[config.mk]
export PLATFORM = sky130hd
export DESIGN_NAME = irq_distributor
export DESIGN_NICKNAME = d
export VERILOG_FILES = /design/src/rtl/irqd_pkg.sv /design/src/rtl/irqd_src_cell.sv /design/src/rtl/irqd_byte_bank.sv /design/src/rtl/irq_distributor.sv
export SDC_FILE = /design/constraint.sdc
export NUM_CORES = 2
export LEC_CHECK = 0
export BUFFER_PORTS_ARGS = -buffer_cell sky130_fd_sc_hd__buf_2
export CAP_MARGIN = 20
export CORE_AREA = 2 2 526 528
export DETAILED_ROUTE_END_ITERATION = 7
export DIE_AREA = 0 0 528 530
export SYNTH_ARGS = -nofsm -noshare
export SYNTH_HDL_FRONTEND = slang
export SYNTH_SLANG_ARGS = --single-unit
[constraint.sdc]
create_clock -name clk -period 2.4 [get_ports clk]
set_clock_uncertainty 0.15 [all_clocks]
set_input_delay 0.12 -clock clk [delete_from_list [all_inputs] [get_ports clk]]
set_output_delay 0.12 -clock clk [all_outputs]
set_load 0.1 [all_outputs]
[src/rtl/irqd_pkg.sv]
package irqd_pkg;
  localparam int unsigned PRIV_SRCS = 32;
  localparam int unsigned SGI_SRCS  = 16;

  // Decoded with bus_addr[11:7]
  localparam logic [4:0] WIN_EN_SET = 5'h02;
  localparam logic [4:0] WIN_EN_CLR = 5'h03;
  localparam logic [4:0] WIN_PD_SET = 5'h04;
  localparam logic [4:0] WIN_PD_CLR = 5'h05;

  // Decoded with bus_addr[11:10]
  localparam logic [1:0] WIN_PRIO = 2'd1;
  localparam logic [1:0] WIN_TGT  = 2'd2;
  localparam logic [1:0] WIN_CFG  = 2'd3;

  localparam logic [11:0] ADDR_CTRL = 12'h000;
  localparam logic [11:0] ADDR_TYPE = 12'h004;
  localparam logic [11:0] ADDR_SGI  = 12'hF00;

  typedef enum logic [1:0] {
    SGI_LIST   = 2'd0,
    SGI_OTHERS = 2'd1,
    SGI_SELF   = 2'd2,
    SGI_NONE   = 2'd3
  } sgi_filter_e;
endpackage

[src/rtl/irqd_src_cell.sv]
module irqd_src_cell #(
  parameter int unsigned NUM_CPU = 2
) (
  input  logic               clk,
  input  logic               rst_n,
  input  logic               line_i,
  input  logic               en_set_i,
  input  logic               en_clr_i,
  input  logic               cfg_we_i,
  input  logic [1:0]         cfg_i,
  input  logic [NUM_CPU-1:0] pend_set_i,
  input  logic               pend_clr_i,
  input  logic [NUM_CPU-1:0] tgt_i,
  output logic               en_o,
  output logic [NUM_CPU-1:0] pend_o,
  output logic [1:0]         cfg_o
);
  logic               en_q, en_d, lvl_q, rise;
  logic [1:0]         cfg_q;
  logic [NUM_CPU-1:0] pend_q, pend_d, hw_set;

  always_comb begin
    rise   = line_i & ~lvl_q;
    en_d   = (en_q | en_set_i) & ~en_clr_i;
    hw_set = '0;
    if (rise && (cfg_q[1] || en_q)) hw_set = tgt_i;
    if (en_set_i && line_i && !cfg_q[1]) hw_set = hw_set | tgt_i;
    // sets win over a clear in the same cycle
    pend_d = (pend_q & ~{NUM_CPU{pend_clr_i}}) | pend_set_i | hw_set;
  end

  always_ff @(posedge clk or negedge rst_n) begin
    if (!rst_n) begin
      en_q   <= 1'b0;
      lvl_q  <= 1'b0;
      cfg_q  <= 2'b00;
      pend_q <= '0;
    end else begin
      en_q   <= en_d;
      lvl_q  <= line_i;
      pend_q <= pend_d;
      if (cfg_we_i) cfg_q <= cfg_i;
    end
  end

  assign en_o   = en_q;
  assign pend_o = pend_q;
  assign cfg_o  = cfg_q;
endmodule

[src/rtl/irqd_byte_bank.sv]
module irqd_byte_bank #(
  parameter int unsigned NUM_SRC = 64,
  parameter int unsigned NUM_CPU = 2,
  localparam int unsigned CW = (NUM_CPU > 1) ? $clog2(NUM_CPU) : 1
) (
  input  logic                         clk,
  input  logic                         rst_n,
  input  logic                         we_prio_i,
  input  logic                         we_tgt_i,
  input  logic [7:0]                   word_i,
  input  logic [3:0]                   be_i,
  input  logic [31:0]                  wdata_i,
  input  logic [CW-1:0]                cpu_i,
  output logic [NUM_CPU*NUM_SRC*8-1:0] prio_o,
  output logic [NUM_SRC*NUM_CPU-1:0]   tgt_o
);
  for (genvar s = 0; s < NUM_SRC; s++) begin : g_src
    localparam logic [7:0] WSEL = 8'(s / 4);
    localparam int unsigned LANE = s % 4;
    logic hit;
    assign hit = (word_i == WSEL) && be_i[LANE];

    if (s < irqd_pkg::PRIV_SRCS) begin : g_priv
      for (genvar c = 0; c < NUM_CPU; c++) begin : g_cpu
        logic [7:0] p_q;
        always_ff @(posedge clk or negedge rst_n) begin
          if (!rst_n) p_q <= 8'h00;
          else if (we_prio_i && hit && (int'(cpu_i) == c)) p_q <= wdata_i[LANE*8 +: 8];
        end
        assign prio_o[(c*NUM_SRC+s)*8 +: 8] = p_q;
      end
      assign tgt_o[s*NUM_CPU +: NUM_CPU] = '0;
    end else begin : g_shr
      logic [7:0]         p_q;
      logic [NUM_CPU-1:0] t_q;
      always_ff @(posedge clk or negedge rst_n) begin
        if (!rst_n) begin
          p_q <= 8'h00;
          t_q <= '0;
        end else begin
          if (we_prio_i && hit) p_q <= wdata_i[LANE*8 +: 8];
          if (we_tgt_i && hit)  t_q <= wdata_i[LANE*8 +: NUM_CPU];
        end
      end
      for (genvar c = 0; c < NUM_CPU; c++) begin : g_cpu
        assign prio_o[(c*NUM_SRC+s)*8 +: 8] = p_q;
      end
      assign tgt_o[s*NUM_CPU +: NUM_CPU] = t_q;
    end
  end
endmodule

[src/rtl/irq_distributor.sv]
module irq_distributor #(
  parameter int unsigned NUM_SRC = 64,
  parameter int unsigned NUM_CPU = 2,
  localparam int unsigned CW  = (NUM_CPU > 1) ? $clog2(NUM_CPU) : 1,
  localparam int unsigned EXT = NUM_SRC - 32
) (
  input  logic                         clk,
  input  logic                         rst_n,
  input  logic [CW-1:0]                bus_cpu,
  input  logic                         bus_we,
  input  logic [11:0]                  bus_addr,
  input  logic [3:0]                   bus_be,
  input  logic [31:0]                  bus_wdata,
  output logic [31:0]                  bus_rdata,
  input  logic [EXT-1:0]               irq_lines,
  output logic                         dist_on,
  output logic [NUM_SRC-1:0]           src_enable,
  output logic [NUM_CPU*NUM_SRC-1:0]   src_pending,
  output logic [NUM_CPU*NUM_SRC*8-1:0] src_priority
);
  import irqd_pkg::*;

  localparam int unsigned NS = NUM_SRC;
  localparam int unsigned NC = NUM_CPU;
  localparam logic [31:0] TYPE_VAL = 32'((NS / 32) - 1) | (32'(NC - 1) << 5);

  logic [4:0]  win7;
  logic [1:0]  win10;
  logic [4:0]  wsel;
  logic [7:0]  bword;
  logic        cfg_hit, sgi_hit, dist_q, dist_d;
  logic [NC-1:0] cpu_1h, sgi_mask;
  logic [NS-1:0] en_set, en_clr, pd_set, pd_clr, cfg_we, line_vec, pend_rd;
  logic [1:0]    cfg_val [NS];
  logic [1:0]    cfg_q   [NS];
  logic [NC-1:0] pset    [NS];
  logic [NC-1:0] pend_q  [NS];
  logic [NS*NC-1:0] tgt_flat;

  assign win7  = bus_addr[11:7];
  assign win10 = bus_addr[11:10];
  assign wsel  = bus_addr[6:2];
  assign bword = bus_addr[9:2];
  assign cfg_hit = bus_we && (win10 == WIN_CFG) && (bus_addr < ADDR_SGI);
  assign sgi_hit = bus_we && (bus_addr == ADDR_SGI) && (&bus_be);
  assign cpu_1h  = NC'(1) << bus_cpu;
  assign line_vec = {irq_lines, 32'b0};

  // Software-trigger processor filter
  always_comb begin
    case (sgi_filter_e'(bus_wdata[25:24]))
      SGI_LIST:   sgi_mask = bus_wdata[16 +: NC];
      SGI_OTHERS: sgi_mask = ~cpu_1h;
      SGI_SELF:   sgi_mask = cpu_1h;
      default:    sgi_mask = '0;
    endcase
  end

  // Per-source write decode
  always_comb begin
    for (int s = 0; s < NS; s++) begin
      en_set[s] = bus_we && (win7 == WIN_EN_SET) && (int'(wsel) == s/32) && bus_be[(s%32)/8] && bus_wdata[s%32];
      en_clr[s] = bus_we && (win7 == WIN_EN_CLR) && (int'(wsel) == s/32) && bus_be[(s%32)/8] && bus_wdata[s%32];
      pd_set[s] = bus_we && (win7 == WIN_PD_SET) && (int'(wsel) == s/32) && bus_be[(s%32)/8] && bus_wdata[s%32];
      pd_clr[s] = bus_we && (win7 == WIN_PD_CLR) && (int'(wsel) == s/32) && bus_be[(s%32)/8] && bus_wdata[s%32];
      cfg_we[s] = cfg_hit && (int'(bword) == s/16) && bus_be[(s%16)/4];
      cfg_val[s] = bus_wdata[2*(s%16) +: 2];
      pset[s] = '0;
      if (pd_set[s]) pset[s] = (s < 32) ? cpu_1h : tgt_flat[s*NC +: NC];
      if (s < 16 && sgi_hit && (int'(bus_wdata[3:0]) == s)) pset[s] = pset[s] | sgi_mask;
    end
  end

  for (genvar s = 0; s < NS; s++) begin : g_cell
    irqd_src_cell #(.NUM_CPU(NC)) u_cell (
      .clk        (clk),
      .rst_n      (rst_n),
      .line_i     (line_vec[s]),
      .en_set_i   (en_set[s]),
      .en_clr_i   (en_clr[s]),
      .cfg_we_i   (cfg_we[s]),
      .cfg_i      (cfg_val[s]),
      .pend_set_i (pset[s]),
      .pend_clr_i (pd_clr[s]),
      .tgt_i      ((s < 32) ? {NC{1'b0}} : tgt_flat[s*NC +: NC]),
      .en_o       (src_enable[s]),
      .pend_o     (pend_q[s]),
      .cfg_o      (cfg_q[s])
    );
    for (genvar c = 0; c < NC; c++) begin : g_pcpu
      assign src_pending[c*NS + s] = pend_q[s][c];
    end
  end

  irqd_byte_bank #(.NUM_SRC(NS), .NUM_CPU(NC)) u_bank (
    .clk       (clk),
    .rst_n     (rst_n),
    .we_prio_i (bus_we && (win10 == WIN_PRIO)),
    .we_tgt_i  (bus_we && (win10 == WIN_TGT)),
    .word_i    (bword),
    .be_i      (bus_be),
    .wdata_i   (bus_wdata),
    .cpu_i     (bus_cpu),
    .prio_o    (src_priority),
    .tgt_o     (tgt_flat)
  );

  // Global enable: next state and register
  assign dist_d = (bus_we && (bus_addr == ADDR_CTRL) && bus_be[0]) ? bus_wdata[0] : dist_q;
  always_ff @(posedge clk or negedge rst_n) begin
    if (!rst_n) dist_q <= 1'b0;
    else        dist_q <= dist_d;
  end
  assign dist_on = dist_q;

  // Pending as seen by the reader
  always_comb begin
    for (int s = 0; s < NS; s++) begin
      pend_rd[s] = (s < 32) ? pend_q[s][bus_cpu] : (|pend_q[s]);
    end
  end

  // Read path
  always_comb begin
    bus_rdata = '0;
    if (bus_addr == ADDR_CTRL) begin
      bus_rdata[0] = dist_q;
    end else if (bus_addr == ADDR_TYPE) begin
      bus_rdata = TYPE_VAL;
    end else if (win7 == WIN_EN_SET || win7 == WIN_EN_CLR) begin
      for (int b = 0; b < 32; b++)
        if (int'(wsel)*32 + b < NS) bus_rdata[b] = src_enable[int'(wsel)*32 + b];
    end else if (win7 == WIN_PD_SET || win7 == WIN_PD_CLR) begin
      for (int b = 0; b < 32; b++)
        if (int'(wsel)*32 + b < NS) bus_rdata[b] = pend_rd[int'(wsel)*32 + b];
    end else if (win10 == WIN_PRIO) begin
      for (int l = 0; l < 4; l++)
        if (int'(bword)*4 + l < NS)
          bus_rdata[l*8 +: 8] = src_priority[(int'(bus_cpu)*NS + int'(bword)*4 + l)*8 +: 8];
    end else if (win10 == WIN_TGT) begin
      for (int l = 0; l < 4; l++) begin
        if (int'(bword)*4 + l < 32) begin
          if (int'(bword)*4 + l >= 29) bus_rdata[l*8 +: NC] = cpu_1h;
        end else if (int'(bword)*4 + l < NS) begin
          bus_rdata[l*8 +: NC] = tgt_flat[(int'(bword)*4 + l)*NC +: NC];
        end
      end
    end else if (bus_addr < ADDR_SGI) begin
      for (int k = 0; k < 16; k++)
        if (int'(bword)*16 + k < NS) bus_rdata[2*k +: 2] = cfg_q[int'(bword)*16 + k];
    end
  end
endmodule

Word-level counts from Yosys, hierarchy flattened
Index checks and enable logic that the tools add are counted.
{"block": "totals", "regBits": 1185, "output_inout_bits": 1249, "elab_cells": 2492}
{"block": "classes", "addsub": 102, "order_cmp": 110, "n_eq_ne": 45, "shift": 9, "n_mux": 558, "n_bitwise": 546, "n_reduce_logical": 769}
{"operator": "indexed part select 1024 x 33 -> 8 bit", "n": 3}
{"operator": "indexed part select 1024 x 16 -> 8 bit", "n": 1}
{"operator": "< comparator 11 x 7 -> 1 bit, second input constant", "n": 62}
{"operator": "logical AND 1 bit", "n": 664}
{"operator": ">= comparator 32 x 7 -> 1 bit, second input constant", "n": 16}
{"operator": "inverter 13 -> 32 bit", "n": 15}
{"operator": "two-way mux 2 bit", "n": 208}
{"operator": "indexed part select 128 x 13 -> 2 bit", "n": 3}
{"operator": "binary-select mux 1 bit (select 6 bit)", "n": 62}
{"operator": "adder 10 x 5 -> 11 bit, second input constant", "n": 32}
{"operator": "OR 2 bit", "n": 144}
{"operator": "two-way mux 1 bit", "n": 257}
{"operator": "adder 12 x 4 -> 13 bit, second input constant", "n": 16}
{"operator": "< comparator 13 x 7 -> 1 bit, second input constant", "n": 15}
{"operator": "binary-select mux 2 bit (select 6 bit)", "n": 16}
{"operator": "< comparator 32 x 7 -> 1 bit, second input constant", "n": 6}
{"operator": "adder 10 x 4 -> 11 bit, second input constant", "n": 16}
{"operator": "two-way mux 32 bit", "n": 5}
{"operator": "inverter 2 bit", "n": 65}
{"operator": "bitwise AND 2 bit", "n": 64}
{"operator": "indexed part select 128 x 12 -> 2 bit", "n": 1}
{"operator": "adder 12 x 3 -> 13 bit, second input constant", "n": 8}
{"operator": "inverter 1 bit", "n": 97}
{"operator": "bitwise AND 1 bit", "n": 96}
{"operator": "46 further kinds", "n": 267}

Logic depth before layout (Yosys ltp)
{"block": "depth", "depth_word": 13, "mapped_depth": 10, "depth_no_buf": 7}

Cells and area by module
From an unflattened synthesis, not the netlist that was laid out.
{"block": "hier_totals", "cells_unflattened": 5221, "hier_area_um2": 64556.9}
{"mod": "irqd_byte_bank", "instances": 1, "cells_per_inst": 2291, "area_per_inst_um2": 34948.5}
{"mod": "irqd_src_cell", "instances": 64, "cells_per_inst": 21, "area_per_inst_um2": 231.5}
{"mod": "irq_distributor", "instances": 1, "cells_per_inst": 1586, "area_per_inst_um2": 14794.2}

Worst setup path after synthesis
No wires, ideal clock.
{"block": "synth_timing", "kind": "input to output", "from": "input port bus_addr[2]", "to": "output port bus_rdata[5]", "t_arrival_ns": 3.675, "path_slack_ns": -1.545, "path_stages": 8, "cell_sequence": "buf_4 buf_4 buf_4 buf_4 buf_2 buf_1 a222oi_1 o21ai_0"}
{"block": "synth_via", "elab_chain_cells": 13, "word_cells_on_any_way": 33}
{"item": "start, declared", "line_no": "irq_distributor.sv:11", "rtl": "input logic [11:0] bus_addr,"}
{"item": "adder 12 x 2 -> 13 bit", "line_no": "irq_distributor.sv:150", "rtl": "if (int'(bword)*16 + k < NS) bus_rdata[2*k +: 2] = cfg_q[int'(bword)*16 + k];"}
{"item": "inverter 13 -> 32 bit (not written as such)", "line_no": "irq_distributor.sv:150"}
{"item": "binary-select mux 2 bit (select 6 bit)", "line_no": "irq_distributor.sv:150"}
{"item": "two-way mux 2 bit (not written as such) (2 in a row)", "line_no": "irq_distributor.sv:150"}
{"item": "two-way mux 2 bit", "line_no": "irq_distributor.sv:150"}
{"item": "two-way mux 32 bit", "line_no": "irq_distributor.sv:148", "rtl": "end else if (bus_addr < ADDR_SGI) begin"}
{"item": "two-way mux 6 bit", "line_no": "irq_distributor.sv:140", "rtl": "end else if (win10 == WIN_TGT) begin"}
{"item": "two-way mux 32 bit", "line_no": "irq_distributor.sv:136", "rtl": "end else if (win10 == WIN_PRIO) begin"}
{"item": "two-way mux 32 bit", "line_no": "irq_distributor.sv:133", "rtl": "end else if (win7 == WIN_PD_SET || win7 == WIN_PD_CLR) begin"}
{"item": "two-way mux 32 bit", "line_no": "irq_distributor.sv:130", "rtl": "end else if (win7 == WIN_EN_SET || win7 == WIN_EN_CLR) begin"}
{"item": "two-way mux 32 bit", "line_no": "irq_distributor.sv:128", "rtl": "end else if (bus_addr == ADDR_TYPE) begin"}
{"item": "two-way mux 31 bit *", "line_no": "irq_distributor.sv:126", "rtl": "if (bus_addr == ADDR_CTRL) begin"}
{"item": "end, declared", "line_no": "irq_distributor.sv:14", "rtl": "output logic [31:0] bus_rdata,"}
Every way passes the cells marked *; elsewhere a longest branch is shown, timed or not. The select of a mux whose other input is x is not followed.

Worst setup path in the final report
{"block": "layout_timing", "from": "register u_bank.g_src[47].g_shr.p_q[7]", "to": "output port bus_rdata[31]"}
{"block": "layout_via", "elab_chain_cells": 7}
{"item": "start, declared", "line_no": "irqd_byte_bank.sv:34", "rtl": "logic [7:0] p_q;"}
{"item": "start signal, assigned", "line_no": "irqd_byte_bank.sv:41", "rtl": "if (we_prio_i && hit) p_q <= wdata_i[LANE*8 +: 8];"}
{"item": "indexed part select 1024 x 16 -> 8 bit", "line_no": "irq_distributor.sv:139", "rtl": "bus_rdata[l*8 +: 8] = src_priority[(int'(bus_cpu)*NS + int'(bword)*4 + l)*8 +: 8];"}
{"item": "two-way mux 8 bit", "line_no": "irq_distributor.sv:138", "rtl": "if (int'(bword)*4 + l < NS)"}
{"item": "two-way mux 32 bit", "line_no": "irq_distributor.sv:136"}
{"item": "two-way mux 32 bit", "line_no": "irq_distributor.sv:133"}
{"item": "two-way mux 32 bit", "line_no": "irq_distributor.sv:130"}
{"item": "two-way mux 32 bit", "line_no": "irq_distributor.sv:128"}
{"item": "two-way mux 31 bit", "line_no": "irq_distributor.sv:126"}
Every way passes these cells.

==> results.yml <==
floorplanning:
  die_h_um: 530
  initial_utilization_pct: 21.22
  floorplan.core_area_mm2: 0.2748
  rows: 193
  io-pin-count: 1333
  die_w_um: 528
  fp.dieArea_mm2: 0.2798
power:
  power_per_cell_area_mw_per_mm2: 581.5
  max-vdd-ir-drop_v: 0.0004406
  power_mw: 48.52
  power.static_leakage_nw: 40.90
drt:
  wl_met2_um: 163100
  met3_wirelength_um: 38060
  total_via_count_in_the_routed_design: 50522
  drc_errors: 0
  dr.pass1.iters: 6
  met1_length_um: 149100
  wl_um: 370500
  route.detailed.wl_per_inst_um: 36.49
  first_iter_violations: 4910
  postRouteAntennaNets: 0
  dr.max_layer_used: "met5"
  via_count_normalized_by_instance_count: 4.976
setup_path:
  wp_data_arrival_ns: 3.04
  critical-path-top-delay-family: "multiplexers"
  reg2reg_depth: 5
  critical_path.startpoint_type: "flip-flop"
  worst-endpoint-required_ns: 2.13
  critical_path_class: "reg -> out"
  worstSetupEndpointType: "output port"
  worst_r2r_endpoint: "g_cell[55].u_cell.pend_o[0]"
  slowest_stage: "mux4_2"
  cp_cell_sequence: "mux4_2, mux2i_1, nor2_2, o31ai_4, buf_6, a31oi_4, buf_12"
  start_of_the_worst_register_to_register_path: "g_cell[55].u_cell.en_o"
  maximum_fanout_along_the_worst_path: 4
  crit_buf_inv: 2
  critPathMaxStageDelay_ns: 0.53
  regToRegSetupSlack_ns: 0.97
finish:
  fillerInstances: 27884
  mostFrequentLayoutCell: "buf_2"
  layout.cells.most_common_list: "1,294 x buf_2, 960 x mux2_2, 669 x buf_4"
  layout.core_utilization_pct: 30.36
  post_route_cells_drive_above_1_share_pct: 65.95
  nets: 6489
  layout-area-overhead-vs-synth_pct: 43.08
yosys:
  synth_fp_nets: 4678
  synth_top_flop_cell: "dfrtp_1"
  synth.area.top_cells: "dfrtp_1 51%, mux2_2 19%, mux4_2 6.6%"
  post_synth.cell_area_avg_um2: 12.70
  synth_largest_area_cell: "dfrtp_1"
  postSynthRegisterBits: 1185
  ys_async_sr_fraction_pct: 100.0
  synth_cell_types: 72
  syn-instance-count: 4592
  synth-edff-count: 0
  ys_warnings: 0
  synth_top_cell_area_share_pct: 50.85
  proportion_of_synthesized_chip_area_in_sequential_cells_pct: 50.85
  netlist_area_mm2: 0.05832
global_route:
  maximum_number_of_pins_on_one_net_before_global_route_repair: 101
  grtUsageTotal_pct: 25.51
  first_pass_grt_wire_length_um: 483000
  grt_overflow_total: 0
  number_of_antenna_violations_at_the_first_check_in_global_routing: 38
  grt_pass1_vias: 50029
worst_hold_path:
  beginning_of_the_worst_hold_path: "bus_addr[1]"
  hold_path_depth: 7
  hold_path.class: "in -> reg"
  timing.hold.worst_endpoint: "g_cell[2].u_cell.pend_o[0]"
clock_tree:
  cts_tree: "yes"
  numCtsBuffers: 150
  cts.sinks: 1185
  worst_skew_pair.late_latency_ns: 0.83
  htree_num_levels: 4
  hold_buffers: 108
  cts_buffer_depth: 4
  clockRootBuffer: "clkbuf_16"
  worst_path_clk_slew_ns: 0.06
sta:
  setup_viol: 32
  fmax_mhz: 302.1
  timing.slew.headroom_pct: 21.27
  hold_slack_ns: -0.02641
  period_minus_slack_ns: 3.310
  finalMaxSlewViolations: 0
  worstMarginPinSlew_ns: 1.180
  hold_viol: 4
  total_negative_setup_slack_ns: -21.54
  unrepaired_setup_endpoints_after_global_routing: "yes"
  final_min_period_over_clock_period_pct: 137.9
  setup_slack_ns: -0.9103
status:
  outcome: "finished with violations"
  failed_checks: "hold timing, setup timing"
placement:
  io_buffer_count: 1332
  dp_hpwl_um: 300000
  gp_routability_congestion: 0.9573
job:
  drv_cap: 0
worst max-delay path by stage:
stage	from	to	slack (ns)	depth (start not counted)
2_1_floorplan	bus_addr[9]	bus_rdata[10]	-0.03	7
3_3_place_gp	bus_addr[6]	bus_rdata[2]	-1.26	12
3_5_place_dp	bus_addr[5]	bus_rdata[1]	-1.21	9
4_1_cts	u_bank.g_src[45].g_shr.p_q[0]	bus_rdata[8]	-1.10	6
5_1_grt	u_bank.g_src[45].g_shr.p_q[0]	bus_rdata[8]	-1.0	6
6_report	u_bank.g_src[47].g_shr.p_q[7]	bus_rdata[31]	-0.91	7
sequential cells by signal, indices dropped and copies added (netlist names):
signal / flops
u_bank.g_src.g_shr.t_q: 64
u_bank.g_src.g_priv.g_cpu.p_q: 512
g_cell.u_cell.en_o: 64
u_bank.g_src.g_shr.p_q: 256
g_cell.u_cell.cfg_o: 128
dist_on: 1
g_cell.u_cell.lvl_q: 32
g_cell.u_cell.pend_o: 128
through the flow:
step | hold WS (ns) | area (um^2) | setup slack [ns] | instances
after floorplan | -0.3256 | 59610 | -0.03195 | 4592
after global placement | -0.08647 | 75930 | -1.260 | 9679
after detailed placement | -0.08693 | 75980 | -1.208 | 9684
after CTS | -0.1427 | 83040 | -1.098 | 10114
after global routing | -0.03328 | 83400 | -0.9977 | 10138
final | -0.02641 | 83440 | -0.9103 | 10154
logic make-up (layout without fill, tap and decap cells):
family / after synthesis / after routing / share of synthesized area (%)
simple gates: 692 / 692 / 5.782
fa+ha+maj: 2 / 2 / 0.04290
buf+inv: 682 / 2613 / 6.731
xor+xnor: 2 / 2 / 0.03004
mux: 1357 / 1357 / 29.08
other cells: 0 / 24 / 0
flops: 1185 / 1185 / 50.85
compound gates: 672 / 672 / 7.486
repair_timing:
item	CTS	global route
gates resized for setup	115	44
pin swaps	55	43
hold endpoints to repair	1971	4
buffers inserted	63	19
cloned	0	1
setup endpoints to repair	32	66
cells in the mapped netlist (10+ instances only):
library cell / count
a211oi_1: 59
a21oi_1: 159
a221o_1: 15
a221oi_1: 16
a22o_1: 34
a22oi_1: 141
a31oi_1: 59
and2_1: 15
and3_1: 21
buf_1: 18
buf_2: 53
buf_4: 332
clkbuf_1: 235
dfrtp_1: 1185
inv_1: 35
mux2_2: 965
mux2i_1: 214
mux4_2: 170
nand2_1: 229
nand3_1: 87
nor2_1: 177
nor2b_1: 44
nor3_1: 10
nor3b_1: 33
nor4_1: 10
o21ai_0: 109
o21ai_1: 25
o22ai_1: 10
o31ai_1: 16
tightest hold or removal path, cell delays in order:
cell and delay (ns):
buf_2 0.08, nor4_1 0.07, nand3_1 0.09, buf_4 0.19, nor4_1 0.07, inv_1 0.17, o21ai_0 0.10
layer usage:
metal	global-route usage [%]	vias to the layer above
li1	-	20286
met1	32.31	26637
met2	39.27	2962
met3	8.447	631
met4	11.50	6
met5	0	-
power breakdown:
group          switching, mW  leakage (nW)  internal, mW
Sequential             0.125          15.6          20.1
Combinational           3.51          22.9          1.34
Clock                   9.79          2.45          13.6
Total                   13.4          40.9          35.1
area by class of cell:
type / count / area (um^2) / area share, %
Sequential cell: 1185 / 30370 / 36.40
Clock inverter: 62 / 767.0 / 0.9192
Inverter: 37 / 140.1 / 0.1679
Multi-Input combinational cell: 2725 / 26130 / 31.32
Tap cell: 3607 / 4513 / 5.409
Clock buffer: 210 / 4259 / 5.104
Timing Repair Buffer: 2304 / 17200 / 20.61
Antenna cell: 24 / 60.06 / 0.07198
(Power assumes the default switching activity.)
